===== src/rtl/mgc_pkg.sv =====
package mgc_pkg;

  localparam int unsigned CTRL_BITS = 16;

  localparam logic [31:0] CLK_CTRL_BASE = 32'h0000_0600;
  localparam logic [31:0] CLK_MON_BASE  = 32'h0000_0800;
  localparam logic [31:0] RST_CTRL_BASE = 32'h0000_0900;
  localparam logic [31:0] RST_MON_BASE  = 32'h0000_0A00;

  typedef enum logic [2:0] {
    RG_NONE,
    RG_CLK_CTRL,
    RG_CLK_MON,
    RG_RST_CTRL,
    RG_RST_MON
  } region_e;

  // True when address a is an aligned word inside a window of n words at base.
  function automatic logic in_window(logic [31:0] a, logic [31:0] base, int unsigned n);
    logic [31:0] top_addr;
    top_addr = base + 32'(4 * n);
    return (a[1:0] == 2'b00) && (a >= base) && (a < top_addr);
  endfunction

endpackage


===== src/rtl/mgc_decode.sv =====
module mgc_decode
  import mgc_pkg::*;
#(
  parameter int unsigned ADDR_W    = 12,
  parameter int unsigned NUM_WORDS = 4,
  parameter int unsigned IDX_W     = 2
) (
  input  logic [ADDR_W-1:0] addr,
  output region_e           region,
  output logic [IDX_W-1:0]  idx
);

  logic [31:0] addr_ext;
  logic [31:0] base_sel;

  assign addr_ext = 32'(addr);

  always_comb begin
    region   = RG_NONE;
    base_sel = 32'h0;
    if (in_window(addr_ext, CLK_CTRL_BASE, NUM_WORDS)) begin
      region   = RG_CLK_CTRL;
      base_sel = CLK_CTRL_BASE;
    end else if (in_window(addr_ext, CLK_MON_BASE, NUM_WORDS)) begin
      region   = RG_CLK_MON;
      base_sel = CLK_MON_BASE;
    end else if (in_window(addr_ext, RST_CTRL_BASE, NUM_WORDS)) begin
      region   = RG_RST_CTRL;
      base_sel = RST_CTRL_BASE;
    end else if (in_window(addr_ext, RST_MON_BASE, NUM_WORDS)) begin
      region   = RG_RST_MON;
      base_sel = RST_MON_BASE;
    end
    idx = IDX_W'((addr_ext - base_sel) >> 2);
  end

endmodule


===== src/rtl/mgc_ctrl_word.sv =====
module mgc_ctrl_word #(
  parameter int unsigned  CB      = 16,
  parameter logic [CB-1:0] RST_VAL = '0,
  parameter bit           INVERT  = 1'b0
) (
  input  logic          clk,
  input  logic          rst,
  input  logic          wr_en,
  input  logic [2*CB-1:0] wdata,
  output logic [CB-1:0] q
);

  logic [CB-1:0] val;
  logic [CB-1:0] mask;

  assign mask = wdata[2*CB-1:CB];

  generate
    if (INVERT) begin : g_inv
      assign val = ~wdata[CB-1:0];
    end else begin : g_dir
      assign val = wdata[CB-1:0];
    end
  endgenerate

  always_ff @(posedge clk) begin
    if (rst) begin
      q <= RST_VAL;
    end else if (wr_en) begin
      q <= (q & ~mask) | (val & mask);
    end
  end

endmodule


===== src/rtl/mgc_settle.sv =====
module mgc_settle #(
  parameter int unsigned  W       = 16,
  parameter int unsigned  DEPTH   = 4,
  parameter logic [W-1:0] RST_VAL = '0
) (
  input  logic         clk,
  input  logic         rst,
  input  logic [W-1:0] d,
  output logic [W-1:0] q
);

  logic [W-1:0] stg [DEPTH];

  always_ff @(posedge clk) begin
    if (rst) begin
      for (int i = 0; i < int'(DEPTH); i++) stg[i] <= RST_VAL;
    end else begin
      stg[0] <= d;
      for (int i = 1; i < int'(DEPTH); i++) stg[i] <= stg[i-1];
    end
  end

  assign q = stg[DEPTH-1];

endmodule


===== src/rtl/modgate_ctrl.sv =====
module modgate_ctrl
  import mgc_pkg::*;
#(
  parameter int unsigned NUM_WORDS = 4,
  parameter int unsigned ADDR_W    = 12,
  parameter int unsigned SETTLE    = 4
) (
  input  logic                           clk,
  input  logic                           rst,
  input  logic                           bus_we,
  input  logic [ADDR_W-1:0]              bus_addr,
  input  logic [31:0]                    bus_wdata,
  output logic [31:0]                    bus_rdata,
  output logic [CTRL_BITS*NUM_WORDS-1:0] clk_en_o,
  output logic [CTRL_BITS*NUM_WORDS-1:0] rst_o
);

  localparam int unsigned CB    = CTRL_BITS;
  localparam int unsigned NB    = CB * NUM_WORDS;
  localparam int unsigned IDX_W = (NUM_WORDS > 1) ? $clog2(NUM_WORDS) : 1;

  region_e          region;
  logic [IDX_W-1:0] idx;

  logic [CB-1:0] clk_q   [NUM_WORDS];
  logic [CB-1:0] rst_q   [NUM_WORDS];
  logic [CB-1:0] clk_mon [NUM_WORDS];
  logic [CB-1:0] rst_mon [NUM_WORDS];

  logic [NB-1:0] clk_mon_flat;
  logic [NB-1:0] rst_mon_flat;

  mgc_decode #(
    .ADDR_W   (ADDR_W),
    .NUM_WORDS(NUM_WORDS),
    .IDX_W    (IDX_W)
  ) u_decode (
    .addr  (bus_addr),
    .region(region),
    .idx   (idx)
  );

  for (genvar w = 0; w < int'(NUM_WORDS); w++) begin : g_word
    logic wr_clk;
    logic wr_rst;

    assign wr_clk = bus_we && (region == RG_CLK_CTRL) && (idx == IDX_W'(w));
    assign wr_rst = bus_we && (region == RG_RST_CTRL) && (idx == IDX_W'(w));

    mgc_ctrl_word #(
      .CB     (CB),
      .RST_VAL('0),
      .INVERT (1'b0)
    ) u_clk_word (
      .clk  (clk),
      .rst  (rst),
      .wr_en(wr_clk),
      .wdata(bus_wdata),
      .q    (clk_q[w])
    );

    // Reset word stores "in reset" per line; a data 1 releases it.
    mgc_ctrl_word #(
      .CB     (CB),
      .RST_VAL('1),
      .INVERT (1'b1)
    ) u_rst_word (
      .clk  (clk),
      .rst  (rst),
      .wr_en(wr_rst),
      .wdata(bus_wdata),
      .q    (rst_q[w])
    );

    mgc_settle #(
      .W      (CB),
      .DEPTH  (SETTLE),
      .RST_VAL('0)
    ) u_clk_settle (
      .clk(clk),
      .rst(rst),
      .d  (clk_q[w]),
      .q  (clk_mon[w])
    );

    mgc_settle #(
      .W      (CB),
      .DEPTH  (SETTLE),
      .RST_VAL('1)
    ) u_rst_settle (
      .clk(clk),
      .rst(rst),
      .d  (rst_q[w]),
      .q  (rst_mon[w])
    );

    assign clk_en_o[w*CB +: CB]     = clk_q[w];
    assign rst_o[w*CB +: CB]        = rst_q[w];
    assign clk_mon_flat[w*CB +: CB] = clk_mon[w];
    assign rst_mon_flat[w*CB +: CB] = rst_mon[w];
  end

  always_ff @(posedge clk) begin
    if (rst) begin
      bus_rdata <= 32'h0;
    end else begin
      unique case (region)
        RG_CLK_CTRL: bus_rdata <= {16'h0, clk_q[idx]};
        RG_RST_CTRL: bus_rdata <= {16'h0, ~rst_q[idx]};
        RG_CLK_MON:  bus_rdata <= {16'h0, clk_mon_flat[idx*CB +: CB]};
        RG_RST_MON:  bus_rdata <= {16'h0, rst_mon_flat[idx*CB +: CB]};
        default:     bus_rdata <= 32'h0;
      endcase
    end
  end

endmodule


===== config.mk =====
export PLATFORM = sky130hd
export DESIGN_NAME = modgate_ctrl
export DESIGN_NICKNAME = d
export VERILOG_FILES = /design/src/rtl/mgc_pkg.sv /design/src/rtl/mgc_decode.sv /design/src/rtl/mgc_ctrl_word.sv /design/src/rtl/mgc_settle.sv /design/src/rtl/modgate_ctrl.sv
export SDC_FILE = /design/constraint.sdc
export NUM_CORES = 1
export LEC_CHECK = 0
export ABC_CLOCK_PERIOD_IN_PS = 6350
export BUFFER_PORTS_ARGS = -buffer_cell sky130_fd_sc_hd__buf_2
export CAP_MARGIN = 20
export CORE_ASPECT_RATIO = 0.5
export CORE_UTILIZATION = 29
export DETAILED_ROUTE_END_ITERATION = 8
export GPL_TIMING_DRIVEN = 0
export MAX_ROUTING_LAYER = met4
export SETUP_SLACK_MARGIN = 0.02
export SYNTH_ARGS = -nofsm -noshare
export SYNTH_HDL_FRONTEND = slang
export SYNTH_HIERARCHICAL = 1
export SYNTH_SLANG_ARGS = --single-unit

===== constraint.sdc =====
create_clock -name clk -period 6.35 [get_ports clk]
set_input_delay 0.9525 -clock clk [delete_from_list [all_inputs] [get_ports clk]]
set_output_delay 0.9525 -clock clk [all_outputs]
set_load 0.05 [all_outputs]

==> impl_metrics.ini, run 1 <==
[logic_synthesis]
synth-seq-area-share_pct = 57.2
synth-seq-cells = 656
synth_ff_type = dfxtp_1
yosys_warnings = 6
synthCells = 1836
async_flop_share_pct = 0
yosysUniqueCellTypes = 50
syn_area_um2 = 22900
netlist_top_cells_area = dfxtp_1 (57%), nor2b_2 (9.2%), or2_1 (6.5%), mux4_2 (6.1%), buf_6 (3.6%)
yosys.area.top_type = dfxtp_1
synth.top_cell.area_share_pct = 57.2
synth_edf_count = 0
yosysMostFrequentCell = dfxtp_1
synth_area_per_cell_um2 = 12.5
ys_top_cells_by_count = dfxtp_1 (656), nor2b_2 (240), or2_1 (240)

[sta]
timing.fmax_ghz = 0.268
relSlewSlack_pct = 33.7
drv_slew = 0
fin_skew_ps = 33.7
finalHoldViolations = 0
period_share_pct = 58.7
worst_pin_slew_ps = 986
rsz0062_at_grt = false
finalSetupViolations = 0
fin_crit_ps = 3730
whs_ps = 393
tns_ps = 0

[die]
core_region_area_um2 = 77800
die-area_um2 = 80300
die_h_um = 201
start_util_pct = 29.5
io-pin-count = 207
num_rows = 72
die_x_um = 400

[power]
power_frac_clock_pct = 46.8
p_sw_mw = 1.82
seqPwrFrac_pct = 49.6
p_leak_nw = 10.3
power_density_nw_per_um2 = 302
cell_internal_pwr_mw = 6.47
switching_share_pct = 22.0
vdd_drop_max_uv = 199
combPwrFrac_pct = 3.6

[cells_and_area]
area_growth_pct = 19.5
final_nets = 2150
fillCellCount = 7728
final_util_pct = 35.2
layout-drive-gt1-share_pct = 37.5
final_area_um2 = 27400

[outcome]
status = completed

[worst_hold_path]
hp-start = g_word[3].u_rst_settle/stg[2][13]
hp-class = flip-flop to flip-flop

[critical_path]
reg2reg_slack_ps = 4620
end_kind = flip-flop
startpoint = bus_addr[0]
critPathKind = primary input to flip-flop
worstSetupStartpointType = primary input
critPathRequiredTime_ps = 6850
cp.arrival_ps = 4230
critPathMaxFanout = 10

[detailed_routing]
drc = 0
via_per_inst = 4.64
via_count = 14800
wire_per_inst_um = 22.7
drt_iter0_drc = 1488
dr.pass1.iters = 5
detail-route-antenna-nets = 0
wl_um = 72500

[clock_tree]
cts_tree = yes
cts_resized = 0
clkLatencyLatePin_ps = 640
htree_levels = 2
ctsHoldBuffers = 0
cts-root-buf = clkbuf_16
ctsLongestPathBuffers = 3
clk_pin_slew_worst_paths_ps = 70
post_cts.repair.setup_buffers = 0
numCtsBuffers = 60
cts_sinks = 656

[placed_design]
dp_hpwl_um = 54100
gp_congestion = 0.955
place_area_um2 = 25300
io_buffers = 188

[global_routing]
grt_pass1_vias = 13900
overflow = 0
grt_first_pass_wirelength_um = 102000
antenna_found_initial = 9
track_usage_pct = 18.3
grt_max_degree = 37

[job]
maxCapViolCount = 0
-- power by group through the flow --
stage          combinational (mW)  clock (mW)  sequential (mW)
2_1_floorplan               0.171           0             4.21
3_3_place_gp                0.292           0             4.21
3_5_place_dp                0.296           0             4.21
4_1_cts                     0.296        3.93             4.11
5_1_grt                     0.310        4.11             4.11
6_report                    0.300        3.88             4.11
-- worst max-delay path: stages --
cell and delay, ps:
buf_2 100, or4_4 530, nor3_1 690, buf_4 310
nand3b_1 320, nor3_1 830, buf_6 240, and3_1 170
o21bai_2 70
-- metrics by stage --
step	setup slack, ps	power, mW	std cells
final	2620	8.30	3192
after CTS	2620	8.34	3188
after floorplan	2490	4.38	1851
after global placement	1460	4.50	3075
after global routing	2420	8.53	3191
after detailed placement	2000	4.50	3077
-- path summary, 6_finish.rpt --
check                           depth (start not counted)                                 to
worst max register to register                          3                       bus_rdata[7]
worst min-delay path                                    1  g_word[3].u_rst_settle/stg[3][13]
worst min register to register                          1  g_word[3].u_rst_settle/stg[3][13]
worst max-delay path                                    9                          flip-flop
-- per-layer routing --
metal	routed length, um	GRT usage, %
met5	0	-
met4	3630	7.96
met3	4740	2.41
met2	32200	27.3
met1	32000	24.6
-- area by class of cell --
cell class	instances	area [um2]	share of cell area (%)
clock buffers	78	1670	6.08
inverters	1	3.75	0.0137
well taps	1036	1300	4.73
clock inverters	33	484	1.77
multi-input cells	1061	8590	31.3
flip-flops and latches	656	13100	47.9
repair buffers	190	966	3.52
plain buffers	133	1280	4.66
diodes	4	10.0	0.0365
-- cells in the final DEF, fill, tap and decap left out, types with 3 or more instances in the layout --
cell type	Yosys	final
o211ai_1	14	14
nor2b_1	16	16
clkbuf_8	0	10
clkbuf_2	4	4
a21oi_2	28	28
nor2b_2	240	240
nand2_1	16	16
a21bo_2	8	8
nor3_1	5	5
bufinv_16	0	10
clkinvlp_4	0	4
conb_1	1	16
nor4b_4	3	3
or2_2	16	16
clkbuf_16	0	60
buf_2	11	200
a22oi_1	15	15
or2_1	240	240
nand4bb_1	3	3
and3_2	8	8
dfxtp_1	656	656
buf_8	8	8
o21bai_2	24	24
a21bo_1	56	56
and3_1	57	57
buf_12	2	3
a21oi_1	100	100
clkinv_2	0	13
diode_2	0	4
nand3_1	65	65
buf_6	74	74
clkinv_4	0	3
nor2_1	5	5
o21bai_1	40	40
mux4_2	62	62
buf_4	22	22
clkbuf_1	12	20
-- kinds of logic (layout without fill, tap and decap cells) --
kind of cell | count (synthesis) | count (layout) | synth area share [%]
muxes | 64 | 64 | 6.18
other | 1 | 20 | 0.0163
buffers and inverters | 134 | 435 | 5.59
AOI/OAI and AO/OA | 293 | 293 | 9.77
xor gates and xnor gates | 1 | 1 | 0.0382
and+or+nand+nor | 687 | 687 | 21.2
DFF | 656 | 656 | 57.2
Power figures use the tool's default switching activity.
==> run 2, diff against run 1 <==
--- a/config.mk
+++ b/config.mk
@@ -5,7 +5,7 @@
 export SDC_FILE = /design/constraint.sdc
 export NUM_CORES = 1
 export LEC_CHECK = 0
-export ABC_CLOCK_PERIOD_IN_PS = 6350
+export ABC_CLOCK_PERIOD_IN_PS = 3200
 export BUFFER_PORTS_ARGS = -buffer_cell sky130_fd_sc_hd__buf_2
 export CAP_MARGIN = 20
 export CORE_ASPECT_RATIO = 0.5
==> constraint.sdc (replaced) <==
create_clock -name clk -period 3.2 [get_ports clk]
set_input_delay 0.48 -clock clk [delete_from_list [all_inputs] [get_ports clk]]
set_output_delay 0.48 -clock clk [all_outputs]
set_load 0.05 [all_outputs]
==> run 2 against run 1 <==
  * Total power up 100%
  * Sequential cell count unchanged
  * Via count down 0.56%
  * First-iteration DRC count down 13%
  * Core utilization up 0.14 points
  * Critical path type unchanged
==> impl_metrics.ini, run 2 (same netlist as run 1, synthesis figures left out) <==
[outcome]
status = completed

[sta]
drv_slew = 0
timing.fmax_ghz = 0.313
fin_crit_ps = 3190
finalSetupViolations = 0
rsz0062_at_grt = true
worst_pin_slew_ps = 966
tns_ps = 0
whs_ps = 219
layout_setup_ws_ps = 5.44
period_share_pct = 99.8
fin_skew_ps = 54.0
finalHoldViolations = 0
relSlewSlack_pct = 35.0

[die]
num_rows = 72
io-pin-count = 207
die-area_um2 = 80300
die_x_um = 400
die_h_um = 201
core_region_area_um2 = 77800
start_util_pct = 29.5

[placed_design]
io_buffers = 188
pre_cts_slack_ps = -622
place_area_um2 = 25300
gp_congestion = 0.967
dp_hpwl_um = 54800
placed_cells = 3076

[global_routing]
grt_max_degree = 36
track_usage_pct = 18.5
grt_pass1_vias = 13900
overflow = 0
grt_first_pass_wirelength_um = 103000
antenna_found_initial = 7

[cells_and_area]
mostFrequentLayoutCells = dfxtp_1 (656), nor2b_2 (240), or2_1 (240)
final_area_um2 = 27500
fillCellCount = 7741
final_util_pct = 35.4
layout-drive-gt1-share_pct = 37.7
final_nets = 2149
final_common_cell = dfxtp_1
area_growth_pct = 20.0
final_cell_count_no_fill = 3193

[critical_path]
startpoint = bus_addr[0]
critPathRequiredTime_ps = 3700
cp.arrival_ps = 3700
worstSetupStartpointType = primary input
end_kind = flip-flop
r2r_start = g_word[2].u_clk_settle/stg[3][11]
critPathMaxFanout = 10
critPathKind = primary input to flip-flop

[clock_tree]
clkLatencyLatePin_ps = 660
ctsHoldBuffers = 0
ctsLongestPathBuffers = 3
post_cts.repair.setup_buffers = 0
clk_pin_slew_worst_paths_ps = 70
cts_tree = yes
numCtsBuffers = 60
htree_levels = 2
cts_resized = 0
cts_sinks = 656
cts-root-buf = clkbuf_16

[detailed_routing]
drc = 0
highest_layer = met4
wl_um = 73200
wl_met2_um = 33100
detail-route-antenna-nets = 0
dr.pass1.iters = 5
wire_per_inst_um = 22.9
via_per_inst = 4.61
via_count = 14700
drt_iter0_drc = 1296
wl_met3_um = 4960
m1WireLength_um = 32400

[power]
vdd_drop_max_uv = 483
p_total_mw = 16.7
power_density_nw_per_um2 = 607
p_leak_nw = 10.3

[worst_hold_path]
hp-start = bus_wdata[12]
hp-class = primary input to flip-flop

[job]
maxCapViolCount = 0
## run 2: cell count changes in the layout (fill, tap and decap cells not counted), moves of 2 or more
cell | before | now
bufinv_16 | 10 | 12
clkbuf_8 | 10 | 12
clkinv_4 | 3 | 1
clkinv_8 | 2 | 0
nor3_1 | 5 | 3
## run 2: worst paths after layout
path	cells after the start	end	slack, ps
worst max register to register	3	bus_rdata[11]	1510
worst min-delay path	3	flip-flop	220
worst min register to register	1	g_word[2].u_clk_settle/stg[2][3]	390
worst max-delay path	9	flip-flop	5
## run 2: cell type report
class / count / area (um2) / area share, %
Sequential cell: 656 / 13100 / 47.7
Tap cell: 1036 / 1300 / 4.71
Clock inverter: 33 / 547 / 1.99
Antenna cell: 5 / 12.5 / 0.0454
Clock buffer: 79 / 1690 / 6.15
Buffer: 133 / 1280 / 4.64
Multi-Input combinational cell: 1061 / 8610 / 31.3
Timing Repair Buffer: 189 / 961 / 3.49
Inverter: 1 / 3.75 / 0.0136
## run 2: per-layer routing
layer,global-route usage (%),vias to the layer above
li1,-,6697
met3,2.92,149
met2,27.8,551
met4,6.99,0
met1,24.9,7332
met5,-,-
## run 2: where the power goes
group / internal (mW) / total, mW / leakage [nW] / switching, mW
sequential: 8.16 / 8.16 / 5.30 / 0.000321
clock: 4.72 / 7.95 / 1.09 / 3.23
combinational: 0.178 / 0.597 / 3.94 / 0.419
total: 13.1 / 16.7 / 10.3 / 3.65
## run 2: critical path, stage by stage
cell	delay, ps
buf_2	100
or4_4	540
nor3_1	690
buf_4	310
nand3b_1	310
nor3_1	760
buf_6	240
and3_1	170
o21bai_2	70
